### config.mk
export PLATFORM = sky130hd
export DESIGN_NAME = ooc_commit_pick
export DESIGN_NICKNAME = d
export VERILOG_FILES = /design/src/rtl/ooc_pkg.sv /design/src/rtl/ooc_older_or.sv /design/src/rtl/ooc_war_scan.sv /design/src/rtl/ooc_cap_sel.sv /design/src/rtl/ooc_commit_pick.sv
export SDC_FILE = /design/constraint.sdc
export NUM_CORES = 1
export LEC_CHECK = 0
export BUFFER_PORTS_ARGS = -buffer_cell sky130_fd_sc_hd__buf_2
export CAP_MARGIN = 0
export CELL_PAD_IN_SITES_DETAIL_PLACEMENT = 0
export CELL_PAD_IN_SITES_GLOBAL_PLACEMENT = 1
export CORE_AREA = 2 2 222 224
export DETAILED_ROUTE_END_ITERATION = 8
export DIE_AREA = 0 0 224 226
export PLACE_DENSITY = 0.83
export SYNTH_ARGS = -nofsm -noshare
export SYNTH_HDL_FRONTEND = slang
export SYNTH_SLANG_ARGS = --single-unit
### constraint.sdc
create_clock -name clk -period 25.2 [get_ports clk]
set_input_delay 5.04 -clock clk [delete_from_list [all_inputs] [get_ports clk]]
set_output_delay 5.04 -clock clk [all_outputs]
set_load 0.01 [all_outputs]
### src/rtl/ooc_pkg.sv
package ooc_pkg;

    localparam int DEF_WIN  = 16;
    localparam int DEF_CW   = 8;
    localparam int DEF_AW   = 5;
    localparam int DEF_NSRC = 2;

    // per-slot status flags
    typedef struct packed {
        logic valid;
        logic done;
        logic branch;
        logic resolved;
        logic mem;
        logic addr_ok;
        logic ordered;
        logic exc;
        logic may_trap;
        logic wr;
    } slot_flags_t;

    // hazard kinds a slot can impose on all younger slots
    typedef enum int {
        HZ_BRANCH = 0,
        HZ_ADDR   = 1,
        HZ_TRAP   = 2,
        HZ_ORDER  = 3,
        HZ_NUM    = 4
    } hazard_e;

    function automatic logic [HZ_NUM-1:0] slot_hazards(input slot_flags_t f);
        logic [HZ_NUM-1:0] h;
        h            = '0;
        h[HZ_BRANCH] = f.valid & f.branch & ~f.resolved;
        h[HZ_ADDR]   = f.valid & f.mem & ~f.addr_ok;
        h[HZ_TRAP]   = f.valid & (f.exc | (~f.done & f.may_trap));
        h[HZ_ORDER]  = f.valid & f.mem & ~f.ordered;
        return h;
    endfunction

endpackage

### src/rtl/ooc_older_or.sv
module ooc_older_or #(
    parameter int N = 16
) (
    input  logic [N-1:0] blk,
    output logic [N-1:0] older_any
);
    // older_any[i] = OR of blk over all slots older than i
    assign older_any[0] = 1'b0;
    generate
        for (genvar i = 1; i < N; i++) begin : g_chain
            assign older_any[i] = older_any[i-1] | blk[i-1];
        end
    endgenerate
endmodule

### src/rtl/ooc_war_scan.sv
module ooc_war_scan #(
    parameter int N    = 16,
    parameter int NSRC = 2,
    parameter int AW   = 5
) (
    input  logic [N-1:0]         valid,
    input  logic [N-1:0]         wr,
    input  logic [N*AW-1:0]      dst,
    input  logic [N*NSRC*AW-1:0] src,
    input  logic [N*NSRC-1:0]    pend,
    output logic [N-1:0]         war
);
    localparam int NRD = N * NSRC;

    logic [NRD-1:0] rd_live;
    assign rd_live = pend & {NSRC{1'b0}} | pend & expand_valid(valid);

    function automatic logic [NRD-1:0] expand_valid(input logic [N-1:0] v);
        logic [NRD-1:0] r;
        for (int i = 0; i < N; i++)
            for (int k = 0; k < NSRC; k++)
                r[i*NSRC+k] = v[i];
        return r;
    endfunction

    generate
        for (genvar i = 0; i < N; i++) begin : g_slot
            logic hit;
            always_comb begin
                hit = 1'b0;
                for (int r = 0; r < i * NSRC; r++) begin
                    if (rd_live[r] && (src[r*AW +: AW] == dst[i*AW +: AW]))
                        hit = 1'b1;
                end
            end
            assign war[i] = wr[i] & hit;
        end
    endgenerate
endmodule

### src/rtl/ooc_cap_sel.sv
module ooc_cap_sel #(
    parameter int N  = 16,
    parameter int CW = 8
) (
    input  logic [N-1:0] cand,
    input  logic         in_order,
    output logic [N-1:0] sel
);
    localparam int CNT_W = $clog2(N + 1);
    localparam logic [CNT_W-1:0] CAP = (CW >= N) ? CNT_W'(N) : CNT_W'(CW);

    always_comb begin
        logic [CNT_W-1:0] taken;
        logic             run;
        logic             pick;
        taken = '0;
        run   = 1'b1;
        for (int i = 0; i < N; i++) begin
            run    = run & cand[i];
            pick   = in_order ? run : cand[i];
            sel[i] = pick && (taken < CAP);
            if (sel[i]) taken = taken + 1'b1;
        end
    end
endmodule

### src/rtl/ooc_commit_pick.sv
module ooc_commit_pick
    import ooc_pkg::*;
#(
    parameter int WIN  = DEF_WIN,
    parameter int CW   = DEF_CW,
    parameter int AW   = DEF_AW,
    parameter int NSRC = DEF_NSRC
) (
    input  logic                   clk,
    input  logic                   rst,
    input  logic                   irq_pend,
    input  logic                   seq_cons,
    input  logic [WIN-1:0]         ent_valid,
    input  logic [WIN-1:0]         ent_done,
    input  logic [WIN-1:0]         ent_branch,
    input  logic [WIN-1:0]         ent_resolved,
    input  logic [WIN-1:0]         ent_mem,
    input  logic [WIN-1:0]         ent_addr_ok,
    input  logic [WIN-1:0]         ent_ordered,
    input  logic [WIN-1:0]         ent_exc,
    input  logic [WIN-1:0]         ent_may_trap,
    input  logic [WIN-1:0]         ent_wr,
    input  logic [WIN*AW-1:0]      ent_dst,
    input  logic [WIN*NSRC*AW-1:0] ent_src,
    input  logic [WIN*NSRC-1:0]    ent_src_pend,
    output logic [WIN-1:0]         commit_vec
);
    slot_flags_t     flags [WIN];
    logic [WIN-1:0]  hz_src   [HZ_NUM];
    logic [WIN-1:0]  hz_older [HZ_NUM];
    logic [WIN-1:0]  war;
    logic [WIN-1:0]  cand;
    logic [WIN-1:0]  sel;

    generate
        for (genvar i = 0; i < WIN; i++) begin : g_slot
            logic [HZ_NUM-1:0] h;
            assign flags[i] = '{valid:    ent_valid[i],
                                done:     ent_done[i],
                                branch:   ent_branch[i],
                                resolved: ent_resolved[i],
                                mem:      ent_mem[i],
                                addr_ok:  ent_addr_ok[i],
                                ordered:  ent_ordered[i],
                                exc:      ent_exc[i],
                                may_trap: ent_may_trap[i],
                                wr:       ent_wr[i]};
            assign h = slot_hazards(flags[i]);
            for (genvar k = 0; k < HZ_NUM; k++) begin : g_kind
                assign hz_src[k][i] = h[k];
            end
            assign cand[i] = flags[i].valid & flags[i].done & ~flags[i].exc
                           & ~hz_older[HZ_BRANCH][i]
                           & ~hz_older[HZ_ADDR][i]
                           & ~hz_older[HZ_TRAP][i]
                           & ~(seq_cons & flags[i].mem & hz_older[HZ_ORDER][i])
                           & ~war[i];
        end

        for (genvar k = 0; k < HZ_NUM; k++) begin : g_chain
            ooc_older_or #(.N(WIN)) u_or (
                .blk       (hz_src[k]),
                .older_any (hz_older[k])
            );
        end
    endgenerate

    ooc_war_scan #(.N(WIN), .NSRC(NSRC), .AW(AW)) u_war (
        .valid (ent_valid),
        .wr    (ent_wr),
        .dst   (ent_dst),
        .src   (ent_src),
        .pend  (ent_src_pend),
        .war   (war)
    );

    ooc_cap_sel #(.N(WIN), .CW(CW)) u_cap (
        .cand     (cand),
        .in_order (irq_pend),
        .sel      (sel)
    );

    always_ff @(posedge clk) begin
        if (rst) commit_vec <= '0;
        else     commit_vec <= sel;
    end
endmodule

==> results.tsv, run 1 <==
metric	value	unit
ir_worst_vdd	0.01862	mV
synth-edff-count	0	
yosys_most_used_dff	dfxtp_1	
arrival	15.05	ns
synth_seq_cells	16	
rsz0062_at_grt	false	
max_freq	67.20	MHz
setup.worst_path.start_class	input port	
maxCapViolCount	0	
fin_crit_sh	0.5905	
postCtsSetupRepairBufs	0	
dp_hpwl	68.05	mm
cts_sinks	16	
total_power	0.4408	mW
power_density	21.21	nW/um^2
area_growth	9.109	%
grt_overflow	0	
nNetsFinal	3203	
tightest_slew	1.258	ns
ant_nets	0	
synth_top_area_share	0.3117	
antenna_found_initial	6	
yosys.area.top_type	xnor2_1	
final_area	20790	sq um
die_w	224	um
die-area	50620	sq um
vias	21315	
fin_util	0.4300	
core-area	48340	sq um
combPwrFrac	0.864	
worstPathRequired	25.37	ns
clock_power_share	0.079	
post_cts_resized	0	
wl_met3	9.814	mm
htreeDepth	1	
setup_violations	0	
cp-end-kind	flop	
synthArstFlopShare	0	
clk_pin_slew	0.05	ns
outcome	finished clean	
seqCellArea	320.3	sq um
synth.area.top_cells	xnor2_1, xor2_1, nand4_1, nor3_1, nor4_1	
largestRegisters	commit_vec x16	
yosys-top-cells-count	xnor2_1, xor2_1, nand4_1	
yosysMostFrequentCell	xnor2_1	
io_pins	452	
maxSlewHeadroom	0.1506	
gp_congestion	1.006	
synth-warning-count	0	
post_drt_wl_per_cell	28.24	um
start_util	0.3941	
multiInputGateArea	17070	sq um
post_synth_num_cell_types	108	
final_layout_size_suffix_gt1_frac	0.1853	
routed_wirelength	95.32	mm
grt_pass1_wl	135.8	mm
synth_nets	3067	
fp-row-count	81	
hold-worst-slack	5.136	ns
port_buffers	428	
min_path_type	in -> reg	
p_leak	7.464	nW
p_switching	0.2451	mW
final.min_clock_period	14.88	ns
ys_seq_area_frac	0.01681	
slew_viol_final	0	
cts_tree	built	
finalHoldViolCount	0	
path_common_cell	ha_1	
largest_reg_flops	16	
cts_root_buffer	clkbuf_16	
p_int	0.1956	mW
drt-pass1-iter-count	5	
worstPathMaxFanout	15	
clockBufferDepth	2	
drt_iter0_drc	2150	
route.detailed.drc	0	
cts_hold_buf	0	
first_global_vias	20665	
dr_wl_met2	41.69	mm
cts-buffers-inserted	3	
routed_via_density	6.314	
grt_usage	0.3590	
cpMaxStageDelayCell	buf_2	
path_class	in -> reg	
seq_power_share	0.058	
die_h	226	um
topRoutingLayerUsed	met5	
syn_area	19050	sq um
grt_max_degree	33	
tns	0	ns
fill_cells	5008	
switching_share	0.5561	
wl_met1	37.36	mm
largest_register	commit_vec	
max_stage_delay	0.50	ns
syn_inst	2618	
avgSynthCellArea	7.277	sq um
placed_area	20690	sq um
area by class of cell:
| cell class | instances | area share |
|---|---|---|
| flip-flops and latches | 16 | 0.01541 |
| inverters | 75 | 0.01354 |
| clock buffers | 4 | 0.004274 |
| multi-input cells | 2216 | 0.8211 |
| repair buffers | 442 | 0.1081 |
| well taps | 622 | 0.03744 |
| diodes | 1 | 0.0001204 |
cells in the final DEF (no fill, tap or decap), types with 5 or more instances in the layout:
cell,n
inv_1,73
buf_2,428
nand4_1,192
dfxtp_1,16
o211ai_1,11
nor4_1,113
ha_1,13
a221oi_1,16
and3_1,10
o21bai_1,5
nand2_1,90
a211oi_1,7
or3_1,7
o22ai_1,23
o31ai_1,12
a31oi_1,44
nor3_1,143
a21oi_1,22
o41ai_1,7
nor2_1,43
o21ai_0,24
and2_1,15
xnor2_1,678
a211oi_2,5
o311ai_0,10
nand3b_1,8
o221ai_1,16
nor4b_1,5
o21ai_1,8
nor2b_1,26
buf_4,14
nand4b_1,5
or4_1,6
nand3_1,44
xor2_1,489
per-layer routing:
layer  track usage  vias up
met3       0.06857      420
met5             0        -
met4        0.2178        8
li1              -     9229
met2        0.5718     1477
met1        0.4479    10181
kinds of logic after synthesis:
group                      count (synthesis)  synth area share
and+or+nand+nor                          746            0.2245
DFF                                       16           0.01681
muxes                                      8          0.005254
adders and majority gates                 13          0.008538
buffers and inverters                    386           0.08728
AOI/OAI and AO/OA                        275            0.1130
xor gates and xnor gates                1174            0.5447
stage by stage:
step	setup WS (ns)	cells
after floorplan	11.43	2618
after global placement	10.38	3371
after detailed placement	10.15	3371
after CTS	10.40	3375
after global routing	9.669	3375
final	10.32	3376
worst paths after layout:
check                 startpoint                        end  slack (ns)  depth (start not counted)
worst max-delay path  ent_src[6]  commit_vec[15]$_SDFF_PP0_       10.32                         42
worst min-delay path         rst   commit_vec[4]$_SDFF_PP0_        5.14                          2
power groups by stage:
stage	Sequential, mW	Combinational [mW]	Clock, mW
6_report	0.0255	0.381	0.0346
3_5_place_dp	0.0260	0.370	0
5_1_grt	0.0255	0.402	0.0368
3_3_place_gp	0.0260	0.359	0
2_1_floorplan	0.0261	0.262	0
4_1_cts	0.0255	0.371	0.0356
critical path: cells and delay by family:
| kind | cells | cell delay (ns) |
|---|---|---|
| XOR/XNOR | 5 | 1.14 |
| buffers and inverters | 6 | 1.09 |
| AO/OA/AOI/OAI | 10 | 2.66 |
| multiplexers | 4 | 1.08 |
| AND/OR/NAND/NOR | 7 | 0.94 |
| adder cells (fa/ha/maj) | 10 | 3.11 |
Note: power is estimated with default switching activity, not from simulation.
==> inputs of run 2 (changes only) <==
Settings changed: CORE_AREA 2 2 222 224 to 2 2 230 232, DIE_AREA 0 0 224 226 to 0 0 232 234, PLACE_DENSITY 0.83 to 0.81.
Clock period 25.2 ns to 12.5 ns, I/O delays scaled along.
==> run 2 against run 1 <==
  * Count of clock-buffer cells in the layout unchanged
  * Sequential cell count unchanged
  * Routed wire length decreased by 0.75%
  * Global-route usage decreased by 2.7 points
  * Utilization decreased by 2.3 points
  * First-iteration DRC count increased by 8.0%
  * Non-clock buffer count increased by 41
  * Clock power increased by 110%
==> results.tsv, run 2 (synthesized netlist as in run 1, its figures left out) <==
metric	value	unit
grt_usage	0.3319	
drt-pass1-iter-count	7	
tns	0	ns
cts_tree	built	
area_growth	11.15	%
maxCapViolCount	0	
largest_reg_flops	16	
drt_iter0_drc	2321	
first_global_vias	20456	
placed_area	21090	sq um
largest_register	commit_vec	
slew_viol_final	0	
cpMaxStageDelayCell	ha_1	
die_w	232	um
setup_violations	0	
power_density	42.47	nW/um^2
vias	21316	
n_antenna_cell	0	
start_util	0.3662	
port_buffers	428	
layout_common_cells	xnor2_1, xor2_1, buf_2	
path_class	in -> reg	
routed_via_density	6.122	
finalHoldViolCount	0	
fin_crit_sh	0.9395	
mostFrequentLayoutCell	xnor2_1	
clk_pin_slew	0.06	ns
cts_sinks	16	
min_path_type	in -> reg	
grt_pass1_wl	135.5	mm
post_cts_resized	0	
worstPathMaxFanout	10	
ant_nets	0	
fp-row-count	84	
arrival	11.93	ns
dp_hpwl	69.63	mm
max_freq	85.15	MHz
die_h	234	um
htreeDepth	1	
ir_worst_vdd	0.03471	mV
placedCellCount	3478	
cts_root_buffer	clkbuf_16	
antenna_found_initial	4	
hold-worst-slack	2.590	ns
tightest_slew	1.199	ns
path_common_cell	ha_1	
final.min_clock_period	11.74	ns
cp-end-kind	flop	
hold_depth	4	
final_layout_size_suffix_gt1_frac	0.1972	
nNetsFinal	3244	
largestRegisters	commit_vec x16	
cts_hold_buf	0	
grt_overflow	0	
maxSlewHeadroom	0.1900	
p_leak	7.658	nW
clockBufferDepth	2	
gp_congestion	0.9773	
die-area	54290	sq um
cts-buffers-inserted	3	
post_drt_wl_per_cell	27.17	um
grt_max_degree	33	
outcome	finished clean	
route.detailed.drc	0	
fill_cells	5365	
routed_wirelength	94.61	mm
final_area	21170	sq um
worstPathRequired	12.68	ns
setup.worst_path.start_class	input port	
postCtsSetupRepairBufs	0	
core-area	52020	sq um
layoutNonFillerInstCount	3482	
max_stage_delay	0.47	ns
io_pins	452	
rsz0062_at_grt	false	
-- run 2: cell count changes in the layout (fill, tap and decap cells not counted), sizes merged --
cell / before / now
buf: 442 / 483
diode: 1 / 0
-- run 2: layer usage --
layer,wire [um],share of wire,up-vias,global-route usage
li1,-,-,9315,-
met1,37600,0.40,10223,0.4201
met2,42230,0.45,1416,0.5340
met3,8986,0.095,354,0.05654
met4,5740,0.061,8,0.1847
met5,57,0.00060,-,0
-- run 2: layout make-up --
cell class / count / area (sq um) / area share
clock buffer: 4 / 88.84 / 0.004195
inverter: 75 / 281.5 / 0.01330
multi-input combinational: 2216 / 17070 / 0.8061
sequential: 16 / 320.3 / 0.01513
tap: 688 / 860.8 / 0.04065
timing repair buffer: 483 / 2555 / 0.1207
-- run 2: path summary, 6_finish.rpt --
check                   startpoint  slack, ns                         to
worst min-delay path   ent_exc[15]       2.59  commit_vec[15]$_SDFF_PP0_
worst max-delay path  ent_valid[0]       0.76  commit_vec[15]$_SDFF_PP0_
-- run 2: power by group --
part	leakage, nW	internal (mW)	switching (mW)
logic	7.48	0.303	0.472
registers	0.129	0.0513	0.0000824
clock network	0.0442	0.0489	0.0250
total	7.66	0.403	0.497
-- run 2: stage by stage --
stage | total power, mW | utilization | worst slack (ns)
6_report | 0.8994 | 0.4070 | 0.7558
3_5_place_dp | 0.8053 | 0.4053 | 0.5347
4_1_cts | 0.8827 | 0.4070 | 0.7682
3_3_place_gp | 0.7823 | 0.4053 | 0.7395
5_1_grt | 0.9467 | 0.4070 | 0.05211
2_1_floorplan | 0.5815 | - | 1.269
-- run 2: critical path, delay by kind of cell --
family	cells	cell delay, ns
adders and majority gates	12	3.80
muxes	6	1.52
and+or+nand+nor	7	1.05
AOI/OAI and AO/OA	8	1.79
xor gates and xnor gates	3	0.69
buffers and inverters	5	0.56
